===== src/rtl/pnv_pkg.sv =====
// Shared state encoding for the power-fail sequencer.
// The numeric values are visible on nv_phase and are part of the interface.
package pnv_pkg;
    typedef enum logic [2:0] {
        ST_IDLE  = 3'd0,
        ST_PULSE = 3'd1,
        ST_ERASE = 3'd2,
        ST_PROG  = 3'd3,
        ST_WAIT  = 3'd4,
        ST_CLEAR = 3'd5,
        ST_XFER  = 3'd6
    } pnv_state_e;

    function automatic int pnv_max(input int a, input int b);
        return (a > b) ? a : b;
    endfunction
endpackage


===== src/rtl/pnv_timer.sv =====
// Phase down-counter. Loading N-1 gives a phase of N cycles.
// Assumes load_val never exceeds what CW bits hold.
module pnv_timer #(
    parameter int             CW      = 8,
    parameter logic [CW-1:0]  RST_VAL = '0
) (
    input  logic          clk,
    input  logic          rst_n,
    input  logic          load,
    input  logic [CW-1:0] load_val,
    output logic          cnt_zero
);
    logic [CW-1:0] cnt_q;

    // Count down to zero and hold there until the next load.
    always_ff @(posedge clk) begin
        if (!rst_n)             cnt_q <= RST_VAL;
        else if (load)          cnt_q <= load_val;
        else if (cnt_q != '0)   cnt_q <= cnt_q - 1'b1;
    end

    assign cnt_zero = (cnt_q == '0);

    AST_TIMER_HOLDS_ZERO: assert property (@(posedge clk) disable iff (!rst_n) (cnt_zero && !load) |=> cnt_zero);
endmodule


===== src/rtl/pnv_sense.sv =====
// Supply watcher: flags a falling main supply (when automatic saving is
// enabled) and holds a restore request while the supply is low.
// Assumes vsup_low is already synchronous to clk.
module pnv_sense (
    input  logic clk,
    input  logic rst_n,
    input  logic vsup_low,
    input  logic auto_en,
    input  logic recall_take,
    output logic pd_fall,
    output logic recall_pend
);
    logic vlow_q;

    // Previous supply flag; reset high so a low supply at power-up gives no edge.
    always_ff @(posedge clk) begin
        if (!rst_n) vlow_q <= 1'b1;
        else        vlow_q <= vsup_low;
    end

    assign pd_fall = vsup_low && !vlow_q && auto_en;

    // Restore request: set while supply is low, cleared when the FSM takes it.
    always_ff @(posedge clk) begin
        if (!rst_n)           recall_pend <= 1'b0;
        else if (vsup_low)    recall_pend <= 1'b1;
        else if (recall_take) recall_pend <= 1'b0;
    end

    AST_PEND_AFTER_LOW: assert property (@(posedge clk) disable iff (!rst_n) vsup_low |=> recall_pend);
endmodule


===== src/rtl/pnv_dirty.sv =====
// Modified-since-save flag for the SRAM contents.
// Assumes wr_accept and store_fin are never high together.
module pnv_dirty (
    input  logic clk,
    input  logic rst_n,
    input  logic wr_accept,
    input  logic store_fin,
    output logic dirty
);
    // Set on an accepted write, clear when a save completes.
    always_ff @(posedge clk) begin
        if (!rst_n)         dirty <= 1'b0;
        else if (store_fin) dirty <= 1'b0;
        else if (wr_accept) dirty <= 1'b1;
    end
endmodule


===== src/rtl/pnv_sequencer.sv =====
// Power-fail save/restore sequencer. Chooses among power-down, software
// and busy-line save triggers and the held restore request, times every
// phase, gates the SRAM port and pulls the shared busy line low while saving.
// Assumes all inputs are synchronous to clk; reset represents power-up.
module pnv_sequencer
    import pnv_pkg::*;
#(
    parameter int PULSE_CYC = 10,
    parameter int ERASE_CYC = 1000000,
    parameter int PROG_CYC  = 1000000,
    parameter int CLEAR_CYC = 30000,
    parameter int XFER_CYC  = 100000
) (
    input  logic       clk,
    input  logic       rst_n,
    input  logic       vsup_low,
    input  logic       vcap_low,
    input  logic       auto_en,
    input  logic       sw_store,
    input  logic       busy_line_in,
    input  logic       sram_wr_req,
    input  logic       sram_rd_req,
    output logic       busy_pull_low,
    output logic       sram_block,
    output logic       sram_wr_ok,
    output logic       sram_rd_ok,
    output logic [2:0] nv_phase,
    output logic       nv_done
);
    localparam int MAXC = pnv_max(pnv_max(pnv_max(PULSE_CYC, ERASE_CYC), pnv_max(PROG_CYC, CLEAR_CYC)), XFER_CYC);
    localparam int CW   = $clog2(MAXC + 1);
    localparam logic [CW-1:0] L_PULSE = CW'(PULSE_CYC - 1);
    localparam logic [CW-1:0] L_ERASE = CW'(ERASE_CYC - 1);
    localparam logic [CW-1:0] L_PROG  = CW'(PROG_CYC - 1);
    localparam logic [CW-1:0] L_CLEAR = CW'(CLEAR_CYC - 1);
    localparam logic [CW-1:0] L_XFER  = CW'(XFER_CYC - 1);

    pnv_state_e    st_q, st_d;
    logic          ld;
    logic [CW-1:0] ld_val;
    logic          cnt_zero;
    logic          done_d, store_fin, recall_take;
    logic          pd_fall, recall_pend, dirty;

    pnv_timer #(.CW(CW), .RST_VAL(L_CLEAR)) u_timer (
        .clk(clk), .rst_n(rst_n), .load(ld), .load_val(ld_val), .cnt_zero(cnt_zero)
    );

    pnv_sense u_sense (
        .clk(clk), .rst_n(rst_n), .vsup_low(vsup_low), .auto_en(auto_en),
        .recall_take(recall_take), .pd_fall(pd_fall), .recall_pend(recall_pend)
    );

    pnv_dirty u_dirty (
        .clk(clk), .rst_n(rst_n), .wr_accept(sram_wr_ok), .store_fin(store_fin), .dirty(dirty)
    );

    // Next-state selection, phase timer loads and completion strobes.
    always_comb begin
        st_d        = st_q;
        ld          = 1'b0;
        ld_val      = '0;
        done_d      = 1'b0;
        store_fin   = 1'b0;
        recall_take = 1'b0;
        unique case (st_q)
            ST_IDLE: begin
                if (pd_fall && dirty) begin
                    st_d = ST_PULSE; ld = 1'b1; ld_val = L_PULSE;
                end else if (recall_pend && !vsup_low) begin
                    st_d = ST_CLEAR; ld = 1'b1; ld_val = L_CLEAR; recall_take = 1'b1;
                end else if (sw_store && !vcap_low) begin
                    st_d = ST_ERASE; ld = 1'b1; ld_val = L_ERASE;
                end else if (!busy_line_in) begin
                    if (dirty && !vcap_low) begin
                        st_d = ST_ERASE; ld = 1'b1; ld_val = L_ERASE;
                    end else begin
                        st_d = ST_WAIT;
                    end
                end
            end
            ST_PULSE: if (cnt_zero) begin
                if (!busy_line_in) begin
                    st_d = ST_ERASE; ld = 1'b1; ld_val = L_ERASE;
                end else begin
                    st_d = ST_IDLE;
                end
            end
            ST_ERASE: if (cnt_zero) begin
                st_d = ST_PROG; ld = 1'b1; ld_val = L_PROG;
            end
            ST_PROG: if (cnt_zero) begin
                st_d = ST_WAIT; done_d = 1'b1; store_fin = 1'b1;
            end
            ST_WAIT: if (busy_line_in) st_d = ST_IDLE;
            ST_CLEAR: if (cnt_zero) begin
                st_d = ST_XFER; ld = 1'b1; ld_val = L_XFER;
            end
            ST_XFER: if (cnt_zero) begin
                st_d = ST_IDLE; done_d = 1'b1;
            end
            default: st_d = ST_IDLE;
        endcase
    end

    // State and done pulse registers; reset starts the power-up restore.
    always_ff @(posedge clk) begin
        if (!rst_n) begin
            st_q    <= ST_CLEAR;
            nv_done <= 1'b0;
        end else begin
            st_q    <= st_d;
            nv_done <= done_d;
        end
    end

    assign sram_block    = (st_q != ST_IDLE);
    assign busy_pull_low = (st_q == ST_PULSE) || (st_q == ST_ERASE) || (st_q == ST_PROG);
    assign sram_wr_ok    = sram_wr_req && !sram_block;
    assign sram_rd_ok    = sram_rd_req && !sram_block;
    assign nv_phase      = st_q;

    AST_BLOCKED_KEEPS_DIRTY: assert property (@(posedge clk) disable iff (!rst_n) (st_q == ST_CLEAR || st_q == ST_XFER) |=> $stable(dirty));
    AST_PULSE_NEEDS_DIRTY: assert property (@(posedge clk) disable iff (!rst_n) (st_q == ST_PULSE && $past(st_q) != ST_PULSE) |-> $past(dirty));
    AST_PULL_RELEASE: assert property (@(posedge clk) disable iff (!rst_n) $fell(busy_pull_low) |-> (nv_done || st_q == ST_IDLE));
    AST_RESTORE_ORDER: assert property (@(posedge clk) disable iff (!rst_n) (st_q == ST_XFER) |-> ($past(st_q) == ST_CLEAR || $past(st_q) == ST_XFER));
    AST_SAVE_CLEARS_DIRTY: assert property (@(posedge clk) disable iff (!rst_n) (st_q == ST_WAIT && $past(st_q) == ST_PROG) |-> !dirty);
    AST_LOW_CAP_NO_SAVE: assert property (@(posedge clk) disable iff (!rst_n) (st_q == ST_IDLE && vcap_low) |=> st_q != ST_ERASE);
    AST_AUTO_OFF_NO_PULSE: assert property (@(posedge clk) disable iff (!rst_n) (st_q == ST_IDLE && !auto_en) |=> st_q != ST_PULSE);
    AST_WAIT_FOR_RELEASE: assert property (@(posedge clk) disable iff (!rst_n) (st_q == ST_WAIT && !busy_line_in) |=> st_q == ST_WAIT);
endmodule


===== config.mk =====
export PLATFORM = sky130hd
export DESIGN_NAME = pnv_sequencer
export DESIGN_NICKNAME = d
export VERILOG_FILES = /design/src/rtl/pnv_pkg.sv /design/src/rtl/pnv_timer.sv /design/src/rtl/pnv_sense.sv /design/src/rtl/pnv_dirty.sv /design/src/rtl/pnv_sequencer.sv
export SDC_FILE = /design/constraint.sdc
export NUM_CORES = 1
export LEC_CHECK = 0
export ABC_AREA = 1
export CAP_MARGIN = 20
export CELL_PAD_IN_SITES_DETAIL_PLACEMENT = 1
export CELL_PAD_IN_SITES_GLOBAL_PLACEMENT = 2
export CORE_MARGIN = 8
export CORE_UTILIZATION = 28
export CTS_CLUSTER_SIZE = 24
export DETAILED_ROUTE_END_ITERATION = 10
export GPL_ROUTABILITY_DRIVEN = 0
export HOLD_SLACK_MARGIN = 0.15
export PLACE_DENSITY_LB_ADDON = 0.1
export SLEW_MARGIN = 20
export SYNTH_ARGS = -nofsm -noshare
export SYNTH_HDL_FRONTEND = slang
export SYNTH_SLANG_ARGS = --single-unit
export TNS_END_PERCENT = 10

===== constraint.sdc =====
create_clock -name clk -period 1.7 [get_ports clk]
set_input_delay 0.34 -clock clk [delete_from_list [all_inputs] [get_ports clk]]
set_output_delay 0.34 -clock clk [all_outputs]
set_load 0.05 [all_outputs]

* Word-level counts from Yosys, hierarchy flattened *
Cells that the tools add are included.

storage, ports and cells
  register bits = 27
  latch bits = 0
  RAM bits = 0
  memory bits (read-only) = 0
  input bits = 9
  output and inout port bits = 8
  memories kept = 0

operators by class
  $add $sub $neg = 1
  multiply operators = 0
  divide/modulo/power cells = 0
  $lt $le $gt $ge = 0
  eq/ne operators = 13
  shift-type cells = 0
  multiplexer cells = 40
  bitwise gates (word level) = 1
  reduce and logical (&&, ||, !) cells = 25

operators by type and width
  kind                     number
  $mux W20                 10
  $pmux W20 S4             1
  $mux W3                  11
  $pmux W3 S7              1
  $logic_not A20 Y1        1
  $reduce_bool A20 Y1      1
  $sub A20 B1 Y20 const B  1
  $mux W17                 1
  $mux W1                  14
  $ne A2 B2 Y1 const B     6
  $eq A3 B3 Y1 const B     3
  $logic_and A1 B1 Y1      8
  $reduce_and A7 Y1        1
  $eq A3 B2 Y1 const B     2
  $reduce_or A2 Y1         3
  $ne A5 B5 Y1 const B     1
  $logic_not A1 Y1         4
  $reduce_bool A2 Y1       2
  $eq A3 B1 Y1 const B     1
  $logic_not A3 Y1         1
  $pmux W1 S3              1
  $reduce_bool A3 Y1       1
  $logic_or A1 B1 Y1       2
  $mux W2                  1
  other kinds (2)          2

* Depth between registers and ports, before layout *
Gate-level depths: netlist of run 1.

  word-level depth = 9
  mapped depth = 13

* By module *
From an unflattened synthesis of run 1, not the netlist that was laid out.

unflattened totals
  cells, all modules = 310
  area, all modules = 1,956.9 um^2

by module, submodules not included
  module         instances  cells each  area an instance (um^2)  seq. area each (um^2)
  pnv_timer      1          202         1,343.8                  400.4
  pnv_sequencer  1          93          503.0                    80.1
  pnv_sense      1          10          75.1                     40.0
  pnv_dirty      1          5           35.0                     20.0

* Worst setup path before layout of run 1 *
OpenSTA, ideal clock, no wires.

  path type = register to register
  start point = reg st_q[2] (netlist: nv_phase[2])
  end point = reg u_dirty.dirty
  setup time = 81 ps
  arrival = 2,176 ps
  data required time = 1,619 ps
  slack = -557 ps
  cell stages (with the launch flop) = 7
  clock period less this slack = 2,257 ps
  cells stage by stage = dfxtp_1 buf_4 nor2_2 nand2_2 nor2_1 o21ai_0 a41oi_1

between the ends
  longest elaborated chain between the ends = 3

RTL lines
  element                 line                  RTL
  start, declared         pnv_sequencer.sv:38   pnv_state_e st_q, st_d;
  start signal, assigned  pnv_sequencer.sv:112  st_q <= st_d;
  $reduce_bool A3 Y1      pnv_sequencer.sv:117  assign sram_block = (st_q != ST_IDLE);
  named net sram_block    pnv_sequencer.sv:24   output logic sram_block,
  $logic_not A1 Y1        pnv_sequencer.sv:119  assign sram_wr_ok = sram_wr_req && !sram_block;
  $logic_and A1 B1 Y1     pnv_sequencer.sv:119
  named net sram_wr_ok    pnv_sequencer.sv:25   output logic sram_wr_ok,
  end signal, assigned    pnv_dirty.sv:12       if (!rst_n) dirty <= 1'b0;
  end signal, assigned    pnv_dirty.sv:13       else if (store_fin) dirty <= 1'b0;
  end signal, assigned    pnv_dirty.sv:14       else if (wr_accept) dirty <= 1'b1;
  end, declared           pnv_dirty.sv:8        output logic dirty

The timed path passes the listed nets, and every way through them passes these cells.
A chain may end at the register's enable or synchronous reset.

* Worst setup path in the final report of run 1 *
  start point = reg u_timer.cnt_q[8]
  end point = reg u_timer.cnt_q[13]

between the ends
  longest elaborated chain between the ends = 4

RTL lines
  element                                                  line             RTL
  start, declared                                          pnv_timer.sv:13  logic [CW-1:0] cnt_q;
  start signal, assigned                                   pnv_timer.sv:18  else if (load) cnt_q <= load_val;
  start signal, assigned                                   pnv_timer.sv:19  else if (cnt_q != '0) cnt_q <= cnt_q - 1'b1;
  branches (longest 4 deep; another with $sub A20 B1 Y20)  n/a

Several ways; the timed one is not identified. The select of a mux whose other input is x is not followed.

==> Implementation_results.wiki, run 1 <==
{| class="wikitable"
! Metric !! Value
|-
| Kind of end point of the critical path || flop
|-
| Critical register-to-register path endpoint || u_timer.cnt_q[13]$_SDFFE_PN1P_
|-
| Area growth from synthesis to layout || 45.0%
|-
| Total wirelength of the detailed-routed design || 6.21 mm
|-
| Worst reg-to-reg setup slack || 90 ps
|-
| Fin Clk Skew || 1.84 ps
|-
| Relative slew slack || 0.813
|-
| Number of failing hold endpoints at the final stage || 0
|-
| Final std cell area, no fill || about 0.0026 sq mm
|-
| Part of the power in registers || 0.357
|-
| Die area || approximately 0.0093 sq mm
|-
| Post-synth net total || 302
|-
| Post-synthesis instance total || roughly 290
|-
| Longest Clk Path Bufs || 2
|-
| R2R Path Start || u_timer.cnt_q[8]$_SDFFE_PN1P_
|-
| Fin crit share || 0.947
|-
| Combinational fraction of design power || 0.467
|-
| Net count reported at finish || ~360
|-
| Static leakage power || 1.28 nW
|-
| Post-place instance area || around 0.0024 sq mm
|-
| Clk sink count || 27
|-
| Antenna-violating nets left || 0
|-
| Worst setup slack after layout || 89.5 ps
|-
| Crit path required time || 1870 ps
|-
| Placed cell count || 419
|-
| Number of H-tree branching levels || 1
|-
| Clock tree from TritonCTS || yes
|-
| Startpoint types || flop
|-
| Switching Share || 0.400
|-
| Ant diodes || 0
|-
| Period minus WS final || 1610 ps
|-
| Biggest fanout along the worst timing path || 8
|-
| Number of rows created at floorplan || 29
|-
| Endpoint, Worst Hold || u_sense.recall_pend$_SDFFE_PN0P_
|-
| Number of antenna violations at the first check in global routing || 0
|-
| Total number of vias || 2004
|-
| Fraction of final layout cells with drive strength greater than 1 || 0.323
|-
| Clock share of power || 0.176
|-
| Switching power || 0.000861 W
|-
| Number of unique standard cell types used by synthesis || 26
|-
| Vias in the first global route || approximately 2100
|-
| Internal power || 0.00129 W
|-
| Count of hold buffers inserted by post-cts repair || 0
|-
| WS Path Type || reg -> reg
|-
| Number of max-cap violations || 0
|-
| Flip-flop and latch count after synthesis || 27
|-
| Clock Latency Late Sink || approximately 270 ps
|-
| Wire length of the first global-routing pass || 10.1 mm
|-
| Pin count of the biggest net entering global routing || 16
|-
| Worst hold-check path type || in -> reg
|-
| Worst-case vdd ir drop || between 700 and 800 uV
|-
| Pwr Total || between 0.002 and 0.0025 W
|-
| Syn avg cell area || 6.24 sq um
|-
| Yosys synthesis warning count || 0
|-
| Leftover overflow at the end of global routing || 0
|-
| Number of optimization iterations in the first detailed-route pass || 4
|-
| Number of cells traversed by the worst register-to-register path || 11
|-
| Die Ht || 96.7 um
|-
| Number of slew-limit violations in the final report || 0
|-
| Iteration-0 DRC Markers || 38
|-
| Number of design rule violations left after detail routing || 0
|-
| Count of cells along the worst hold path || 3
|-
| Max Clock Freq || 621 MHz
|-
| Initial cell density of the core || 0.289
|-
| Pwr/cell area || 813 mW/mm^2
|-
| WP data arrival || between 1500 and 2000 ps
|-
| # port buffers || 16
|-
| Share of the yosys chip area belonging to registers || 0.296
|-
| Dpl ws || -254 ps
|-
| Measured slew at the worst slew-check pin || 279 ps
|-
| Combined area of all synthesized cells || 0.00182 sq mm
|-
| Die width || 96.7 um
|-
| Post-detailed-route via-to-cell ratio || approximately 4.7
|-
| Number of buffers created by CTS || 3
|-
| Count of endpoints failing setup in the final report || 0
|-
| Sum of net half-perimeters after detailed placement || 5.07 mm
|-
| Floorplan core area || approximately 0.0063 sq mm
|-
| Non-filler cells in the finished layout || 430
|-
| Post-detailed-route wirelength per cell || ~14 um
|-
| Total track usage || 0.129
|-
| Clock slew at the register clock pins of the worst setup and hold paths || 100 ps
|-
| Outcome || finished clean
|-
| I/O Pins || 17
|-
| Root buffer cell || clkbuf_8
|-
| Hold_sp || vsup_low
|}
-- cell usage after synthesis --
library cell  instances  area (sq um)
nand2_2               7          43.8
o211ai_1              1          7.51
xor2_1                7          61.3
inv_1                30           113
nor2_1               45           169
buf_4                 3          22.5
buf_6                 2          22.5
dfxtp_1              27           541
nor2_2                5          31.3
nor2_4                5          56.3
a41oi_1               1          8.76
a21oi_1               9          45.0
nand3b_1              4          30.0
nor3_1                1          5.00
nor4_1                2          12.5
ha_1                  1          12.5
inv_2                 4          15.0
clkbuf_1              1          3.75
o21a_1                2          15.0
xnor2_1               4          35.0
o21ai_0               6          30.0
nand2_1              95           357
nand3_1              15          75.1
nand3_2               4          40.0
o31ai_1               2          15.0
nand4_1               9          56.3
-- routing by layer --
metal | GRT usage | vias up | part of all wire
met3 | 0.0135 | 2 | 0.020
met5 | 0 | - | 0
li1 | - | 1038 | -
met4 | 0.0320 | 0 | 0.0058
met2 | 0.233 | 24 | 0.51
met1 | 0.156 | 940 | 0.46
-- critical path: stages, from the launching register on --
cell and delay (ps):
dfxtp_1 330, nor2_2 160, nand2_2 100, nor2_4 180, nand3_4 130, nor2_4 150, nor2_4 70, buf_12 140
nand2_1 80, nand2_1 50, nand2_1 50, nand2_1 60
-- placed cells by master (no fill, tap or decap), drive strengths merged --
master         count
nand2            102
o211ai             1
o21a               2
nand3b             4
xor2               7
nand4              9
clkinv             1
nor3               1
buf               54
xnor2              4
a21oi              9
nor2              55
o31ai              2
nand3             19
clkbuf             4
o21ai              6
a41oi              1
dfxtp             27
nor4               2
dlymetal6s2s       2
clkdlybuf4s50      6
inv               34
ha                 1
-- stage by stage --
step	hold slack (ps)	setup TNS (ps)	utilization
global route	402	-28.8	0.419
CTS	544	-5.06	0.394
global placement	513	-3810	0.386
detailed placement	520	-4540	0.386
finish	361	0	0.419
floorplan	427	-58.0	-
-- power by group through the flow --
stage	clock (W)	combinational [W]	sequential (W)
6_report	0.000379	0.00100	0.000767
5_1_grt	0.000419	0.00110	0.000773
4_1_cts	0.000396	0.000959	0.000763
3_5_place_dp	0	0.000957	0.000770
3_3_place_gp	0	0.000941	0.000770
2_1_floorplan	0	0.000502	0.000826
-- cell families after synthesis --
| kind of cell | share of synthesized area |
|---|---|
| simple gates | 0.480 |
| buf+inv | 0.0968 |
| flops | 0.297 |
| compound gates | 0.0666 |
| xor+xnor | 0.0528 |
| fa+ha+maj | 0.00686 |
-- state kept, by name, summed over array words and instances, names as in the netlist --
signal / count
nv_phase: 3
u_sense.vlow_q: 1
u_dirty.dirty: 1
nv_done: 1
u_sense.recall_pend: 1
u_timer.cnt_q: 20
-- worst max path at each step --
| stage | startpoint | endpoint | slack, ps | cells past startpoint |
|---|---|---|---|---|
| after floorplan | nv_phase[0]$_SDFFE_PN1P_ | busy_pull_low | -60 | 3 |
| after global placement | vsup_low | u_timer.cnt_q[14]$_SDFFE_PN1P_ | -250 | 13 |
| after detailed placement | vsup_low | u_timer.cnt_q[19]$_SDFFE_PN0P_ | -250 | 10 |
| after CTS | u_timer.cnt_q[0]$_SDFFE_PN1P_ | u_timer.cnt_q[13]$_SDFFE_PN1P_ | -5 | 12 |
| after global routing | u_timer.cnt_q[12]$_SDFFE_PN1P_ | u_timer.cnt_q[14]$_SDFFE_PN1P_ | -20 | 11 |
| final | u_timer.cnt_q[8]$_SDFFE_PN1P_ | u_timer.cnt_q[13]$_SDFFE_PN1P_ | 90 | 11 |
-- what timing repair did --
item / in CTS / in global routing
setup buffers: 0 / 7
setup endpoints to repair: 3 / 24
pin swaps: 0 / 11
cloned: 0 / 1
resized for setup: 1 / 32
-- cell type report --
class                   count  area [sq um]
fillers                   822          3670
multi-input cells         225          1200
repair buffers             63           619
flip-flops and latches     27           551
inverters                  34           128
well taps                  77          96.3
clock buffers               3          41.3
clock inverters             1          5.00
Power figures use the tool's default switching activity.
==> run 2: changes to the inputs <==
Settings changed: SKIP_LAST_GASP set to 1.
==> run 2 against run 1 <==
Worst hold slack is essentially flat. Setup slack lost 20 ps. Global-route usage is the same. Clock power is essentially flat. Utilization shrank 0.16 points. Combinational power is essentially flat. Non-clock buffer count is the same. Critical path depth is the same. Register-to-register slack lost 20 ps. Fmax shrank 1.2%.
==> Implementation_results.wiki, run 2 (synthesis results as in run 1) <==
{| class="wikitable"
! Metric !! Value
|-
| Outcome || finished clean
|-
| Wire length of the first global-routing pass || 10.1 mm
|-
| Number of antenna violations at the first check in global routing || 0
|-
| Worst setup slack after layout || 70.0 ps
|-
| Worst path top cell family by delay || simple AND/OR/NAND/NOR gates
|-
| Clock slew at the register clock pins of the worst setup and hold paths || about 100 ps
|-
| Fraction of final layout cells with drive strength greater than 1 || 0.314
|-
| Max reg flops || 20
|-
| Non-filler cells in the finished layout || 430
|-
| Clk sink count || 27
|-
| Vias in the first global route || 2079
|-
| Pwr Total || 0.00215 W
|-
| Number of design rule violations left after detail routing || 0
|-
| Number of optimization iterations in the first detailed-route pass || 4
|-
| Fin Clk Skew || between 2 and 2.5 ps
|-
| Fin crit share || 0.959
|-
| Pin count of the biggest net entering global routing || 16
|-
| WP data arrival || 1800 ps
|-
| Clock tree from TritonCTS || yes
|-
| Post-detailed-route via-to-cell ratio || about 4.6
|-
| Post-detailed-route wirelength per cell || ~14 um
|-
| Count of hold buffers inserted by post-cts repair || 0
|-
| Kind of end point of the critical path || flop
|-
| Total track usage || 0.129
|-
| Switching power || 0.000859 W
|-
| Hold slack || between 300 and 400 ps
|-
| Switching Share || 0.400
|-
| Startpoint types || flop
|-
| Worst Path Buf+Inv || 1
|-
| Worst hold-check path type || in -> reg
|-
| Number of rows created at floorplan || 29
|-
| Critical Path Max Stage Delay || about 350 ps
|-
| Sum of net half-perimeters after detailed placement || 5.07 mm
|-
| Die Ht || 96.7 um
|-
| Static leakage power || 1.27 nW
|-
| Part of the power in registers || 0.357
|-
| Max Clock Freq || 613 MHz
|-
| Slowest CP cell || dfxtp_1
|-
| Pwr/cell area || approximately 820 mW/mm^2
|-
| Commonest cells after routing, fill and taps aside || nand2_1 (87), buf_4 (45), nor2_1 (37), inv_1 (27), dfxtp_1 (21)
|-
| Total number of vias || 1999
|-
| Post-place instance area || about 0.0024 sq mm
|-
| Number of H-tree branching levels || 1
|-
| Total wirelength of the detailed-routed design || 6.21 mm
|-
| Initial cell density of the core || 0.289
|-
| Setup repair after global routing missed its margin || true
|-
| Ant diodes || 0
|-
| Number of max-cap violations || 0
|-
| Clock share of power || 0.176
|-
| Period minus WS final || 1630 ps
|-
| Leftover overflow at the end of global routing || 0
|-
| Antenna-violating nets left || 0
|-
| Iteration-0 DRC Markers || 38
|-
| Dpl ws || -254 ps
|-
| Most used cell along the critical path || nand2_1
|-
| Biggest fanout along the worst timing path || 8
|-
| WS Path Type || reg -> reg
|-
| Number of failing hold endpoints at the final stage || 0
|-
| Number of buffers created by CTS || 3
|-
| Filler cell count || ~800
|-
| Root buffer cell || clkbuf_8
|-
| Commonest non-fill, non-tap cell in the layout || nand2_1
|-
| Most flops, register || u_timer.cnt_q
|-
| # port buffers || 16
|-
| Clock Latency Late Sink || 270 ps
|-
| Area growth from synthesis to layout || 44.5%
|-
| Cell-by-cell trace of the critical path || nor2_1 > nand2_2 > nor2_4 > nand3_4 > nor2_4 > nor2_4 > buf_12 > nand2_1 > nand2_1 > nand2_1 > nand2_1
|-
| Die area || about 0.0093 sq mm
|-
| Crit path required time || roughly 1900 ps
|-
| Die width || 96.7 um
|-
| Worst-case vdd ir drop || 726 uV
|-
| I/O Pins || 17
|-
| Internal power || 0.00129 W
|-
| Count of endpoints failing setup in the final report || 0
|-
| Relative slew slack || 0.800
|-
| Final std cell area, no fill || 0.00263 sq mm
|-
| Placed cell count || ~420
|-
| Net count reported at finish || 364
|-
| Measured slew at the worst slew-check pin || 299 ps
|-
| Floorplan core area || 0.00631 sq mm
|-
| Longest Clk Path Bufs || 2
|-
| Number of slew-limit violations in the final report || 0
|-
| Combinational fraction of design power || 0.466
|}
==> run 2: cell types whose count changed in the layout (fill, tap and decap cells not counted), sizes merged <==
| cell | before | now |
|---|---|---|
| clkdlybuf4s50 | 6 | 7 |
| dlymetal6s2s | 2 | 1 |
==> run 2: area by class of cell <==
class,count,area [sq um],share of cell area
Sequential cell,27,551,0.209
Clock buffer,3,41.3,0.0157
Timing Repair Buffer,63,617,0.234
Multi-Input combinational cell,225,1200,0.454
Tap cell,77,96.3,0.0366
Clock inverter,1,5.00,0.00190
Inverter,34,128,0.0485
==> run 2: power by group through the flow <==
stage | Sequential [W] | Clock (W) | Combinational, W
after global routing | 0.000773 | 0.000419 | 0.00110
final | 0.000767 | 0.000379 | 0.00100
after floorplan | 0.000826 | 0 | 0.000502
after CTS | 0.000763 | 0.000396 | 0.000959
after detailed placement | 0.000770 | 0 | 0.000957
after global placement | 0.000770 | 0 | 0.000941
==> run 2: routing by layer <==
| metal | wire length [um] | vias up | GRT usage | part of all wire |
|---|---|---|---|---|
| met5 | 0 | - | 0 | 0 |
| met2 | 3180 | 24 | 0.233 | 0.51 |
| met1 | 2860 | 935 | 0.156 | 0.46 |
| met3 | 133 | 2 | 0.0135 | 0.021 |
| li1 | - | 1038 | - | - |
| met4 | 36 | 0 | 0.0320 | 0.0058 |
==> run 2: path summary, 6_finish.rpt <==
kind,slack (ps),depth (start not counted),start,endpoint
setup / recovery,70,11,u_timer.cnt_q[11]$_SDFFE_PN0P_,u_timer.cnt_q[13]$_SDFFE_PN1P_
hold / removal,360,3,vsup_low,u_sense.recall_pend$_SDFFE_PN0P_
setup reg to reg,70,11,u_timer.cnt_q[11]$_SDFFE_PN0P_,u_timer.cnt_q[13]$_SDFFE_PN1P_
hold reg to reg,540,2,u_sense.recall_pend$_SDFFE_PN0P_,u_sense.recall_pend$_SDFFE_PN0P_
==> run 2: repair_timing <==
action,CTS,global route
endpoints found under the setup margin,3,24
buffers inserted,0,7
cloned,0,1
gates resized for setup,1,28
pin swaps,0,11
==> run 2: stage by stage <==
step / setup TNS [ps] / utilization
6_report: 0 / 0.417
5_1_grt: -63.7 / 0.417
4_1_cts: -5.06 / 0.394
3_5_place_dp: -4540 / 0.386
3_3_place_gp: -3810 / 0.386
2_1_floorplan: -58.0 / -
==> run 2: worst min-delay path: stages <==
cell and delay (ps):
dlymetal6s2s_1 140, a21oi_1 60, nor2_1 70
==> run 3: changes to the inputs <==
Settings changed: SYNTH_HIERARCHICAL set to 1.
==> run 3 against run 2 <==
The run now ends with negative setup slack left. Routed wire length up 11%. Worst hold slack better by 120 ps. Critical endpoint is now u_timer/cnt_q[12]$_SDFFE_PN1P_. Sequential cell count unchanged. Critical path depth up 4.
==> Implementation_results.wiki, run 3 <==
{| class="wikitable"
! Metric !! Value
|-
| Outcome || complete, but fails checks
|-
| Violated checks || negative setup slack
|-
| Synth top area share || 0.276
|-
| Ant diodes || 0
|-
| Worst reg-to-reg setup slack || -230 ps
|-
| Count of hold buffers inserted by post-cts repair || 0
|-
| Clk sink count || 27
|-
| Count of endpoints failing setup in the final report || 22
|-
| Wire length of the first global-routing pass || 11.5 mm
|-
| Switching power || roughly 0.0011 W
|-
| Die Ht || 99.6 um
|-
| Worst-case vdd ir drop || around 740 uV
|-
| Number of rows created at floorplan || 30
|-
| Endpoint, Worst Hold || u_sense/recall_pend$_SDFFE_PN0P_
|-
| Commonest cells after routing, fill and taps aside || buf_4 (79), nand2_1 (76), inv_1 (35), nor2_1 (30), nand3_1 (20)
|-
| Cell type with the highest aggregate area in the netlist || dfxtp_1
|-
| Max reg flops || 20
|-
| Clock tree from TritonCTS || yes
|-
| Kind of end point of the critical path || flop
|-
| Setup repair after global routing missed its margin || true
|-
| Internal power || roughly 0.0015 W
|-
| Number of slew-limit violations in the final report || 0
|-
| Pwr/cell area || 843 mW/mm^2
|-
| Share of the yosys chip area belonging to registers || 0.276
|-
| Share of flip-flops with an asynchronous set or reset || 0
|-
| Die area || about 0.0099 sq mm
|-
| Total wirelength of the detailed-routed design || 6.87 mm
|-
| Clock share of power || 0.148
|-
| Vias in the first global route || 2375
|-
| Antenna-violating nets left || 0
|-
| Switching Share || 0.424
|-
| Leading cell type by number of instances after synthesis || nand2_1
|-
| WP data arrival || ~2100 ps
|-
| Initial cell density of the core || 0.288
|-
| Biggest fanout along the worst timing path || 5
|-
| Clock Latency Late Sink || 270 ps
|-
| Leftover overflow at the end of global routing || 0
|-
| Die width || 99.6 um
|-
| Floorplan core area || 0.00679 sq mm
|-
| Commonest non-fill, non-tap cell in the layout || buf_4
|-
| Crit path required time || 1870 ps
|-
| Most frequently used flop master after synthesis || dfxtp_1
|-
| Area growth from synthesis to layout || 53.9%
|-
| Number of cells traversed by the worst register-to-register path || 15
|-
| R2R Path Start || u_timer/cnt_q[19]$_SDFFE_PN0P_
|-
| Worst setup slack after layout || -230 ps
|-
| Iteration-0 DRC Markers || 36
|-
| Number of unique standard cell types used by synthesis || 36
|-
| # port buffers || 16
|-
| Hold_sp || u_sense/recall_pend$_SDFFE_PN0P_
|-
| Number of synthesized flops with an enable pin || 0
|-
| Worst hold-check path type || reg -> reg
|-
| Hold slack || around 480 ps
|-
| Sum of net half-perimeters after detailed placement || between 5 and 6 mm
|-
| Number of max-cap violations || 0
|-
| Number of antenna violations at the first check in global routing || 0
|-
| Yosys synthesis warning count || 6
|-
| Root buffer cell || clkbuf_8
|-
| Max Clock Freq || 518 MHz
|-
| Most common library cells after synthesis || nand2_1 (82), inv_1 (39), nor2_1 (39), dfxtp_1 (27), nand3_1 (20)
|-
| Number of H-tree branching levels || 1
|-
| Flip-flop and latch count after synthesis || 27
|-
| Number of design rule violations left after detail routing || 0
|-
| Pwr Total || 0.00254 W
|-
| Number of failing hold endpoints at the final stage || 0
|-
| Combinational fraction of design power || 0.540
|-
| Dpl ws || -505 ps
|-
| WS Path Type || reg -> reg
|-
| Total track usage || 0.143
|-
| Static leakage power || 1.50 nW
|-
| Fin crit share || 1.14
|-
| I/O Pins || 17
|-
| Top area cells in the synthesized netlist || dfxtp_1 (28%), nand2_1 (16%), inv_1 (7.5%), nor2_1 (7.5%), nand3_1 (5.1%)
|-
| Period minus WS final || 1930 ps
|-
| Combined area of all synthesized cells || between 0.0015 and 0.002 sq mm
|-
| Most flops, register || u_timer/cnt_q
|-
| Total number of vias || 2212
|-
| Post-detailed-route wirelength per cell || 13.8 um
|-
| Net count reported at finish || ~420
|-
| Fin Clk Skew || 2.83 ps
|-
| Clock slew at the register clock pins of the worst setup and hold paths || ~100 ps
|-
| Post-detailed-route via-to-cell ratio || 4.43
|-
| Post-synthesis instance total || 310
|-
| Startpoint types || flop
|-
| Count of cells along the worst hold path || 2
|-
| Syn avg cell area || 6.31 sq um
|-
| Critical register-to-register path endpoint || u_timer/cnt_q[12]$_SDFFE_PN1P_
|-
| Part of the power in registers || 0.313
|-
| Number of buffers created by CTS || 3
|-
| Fraction of final layout cells with drive strength greater than 1 || 0.377
|-
| Longest Clk Path Bufs || 2
|-
| Pin count of the biggest net entering global routing || 15
|-
| Number of optimization iterations in the first detailed-route pass || 4
|}
## run 3: changes by cell type after synthesis, sizes merged, moves of 2 or more
| cell | previous run | this run |
|---|---|---|
| o31ai | 2 | 0 |
| nand3b | 4 | 1 |
| nor2 | 55 | 52 |
| o21ai | 6 | 18 |
| nand2 | 102 | 91 |
| nand3 | 19 | 22 |
| and2 | 0 | 2 |
| a21oi | 9 | 19 |
| nor3 | 1 | 5 |
| xnor2 | 4 | 2 |
| nand4 | 9 | 7 |
| inv | 34 | 43 |
## run 3: logic make-up after synthesis
family / count (synthesis) / share of synthesized area
and+or+nand+nor: 182 / 0.455
DFF: 27 / 0.276
buffers and inverters: 49 / 0.101
adders and majority gates: 2 / 0.0128
xor gates and xnor gates: 8 / 0.0358
AOI/OAI and AO/OA: 41 / 0.118
other: 1 / 0.00192
## run 3: routing by layer
metal,wire [um],vias up,global-route usage
li1,-,1164,-
met1,3140,1024,0.168
met2,3560,18,0.271
met3,71,6,0.0140
met4,93,0,0.0303
met5,0,-,0
## run 3: what timing repair did
item                                    CTS  global route
gates cloned                              1             0
endpoints found under the setup margin   22            26
setup buffers                             8             3
pin swaps                                11             9
gates resized for setup                  13            14
## run 3: worst max-delay path: stages (launching register included)
cell and delay (ps):
dfxtp_1 340, nor2_2 130, nand2_2 100, nor2_4 140, nand3_4 110, inv_6 100, inv_4 40, nor2_4 130
nor2_4 50, o21ai_2 60, buf_6 140, buf_4 110, inv_2 40, or2_1 200, nand3_1 80, nand2_1 50
## run 3: final cells by class
type,count,area (sq um)
clock buffers,4,45.0
fillers,870,3780
inverters,43,174
multi-input cells,235,1330
flip-flops and latches,27,554
well taps,96,120
repair buffers,93,785
repair inverters,1,3.75
## run 3: metrics by stage
stage          TNS, ps  cells  utilization  cell area (sq um)
5_1_grt          -5670    499        0.443               3010
4_1_cts          -2350    496        0.433               2940
3_5_place_dp     -9340    483        0.413               2800
3_3_place_gp     -8710    483        0.413               2800
6_report         -2640    499        0.443               3010
2_1_floorplan    -2810    311            -               2030
## run 3: how the worst max path moves through the flow
stage / start / depth (start not counted) / slack [ps] / endpoint
finish: u_timer/cnt_q[19]$_SDFFE_PN0P_ / 15 / -230 / u_timer/cnt_q[12]$_SDFFE_PN1P_
global route: u_timer/cnt_q[1]$_SDFFE_PN1P_ / 14 / -340 / u_timer/cnt_q[0]$_SDFFE_PN1P_
CTS: u_timer/cnt_q[17]$_SDFFE_PN0P_ / 14 / -170 / u_timer/cnt_q[1]$_SDFFE_PN1P_
detailed placement: sw_store / 10 / -500 / u_timer/cnt_q[1]$_SDFFE_PN1P_
global placement: vcap_low / 13 / -510 / u_timer/cnt_q[1]$_SDFFE_PN1P_
floorplan: u_timer/cnt_q[10]$_SDFFE_PN1P_ / 15 / -220 / u_timer/cnt_q[12]$_SDFFE_PN1P_
## run 3: power groups by stage
| stage | sequential [W] | combinational, W | clock [W] |
|---|---|---|---|
| after global placement | 0.000804 | 0.00134 | 0 |
| after global routing | 0.000806 | 0.00149 | 0.000417 |
| final | 0.000794 | 0.00137 | 0.000375 |
| after detailed placement | 0.000805 | 0.00135 | 0 |
| after CTS | 0.000792 | 0.00137 | 0.000387 |
| after floorplan | 0.000913 | 0.000704 | 0 |
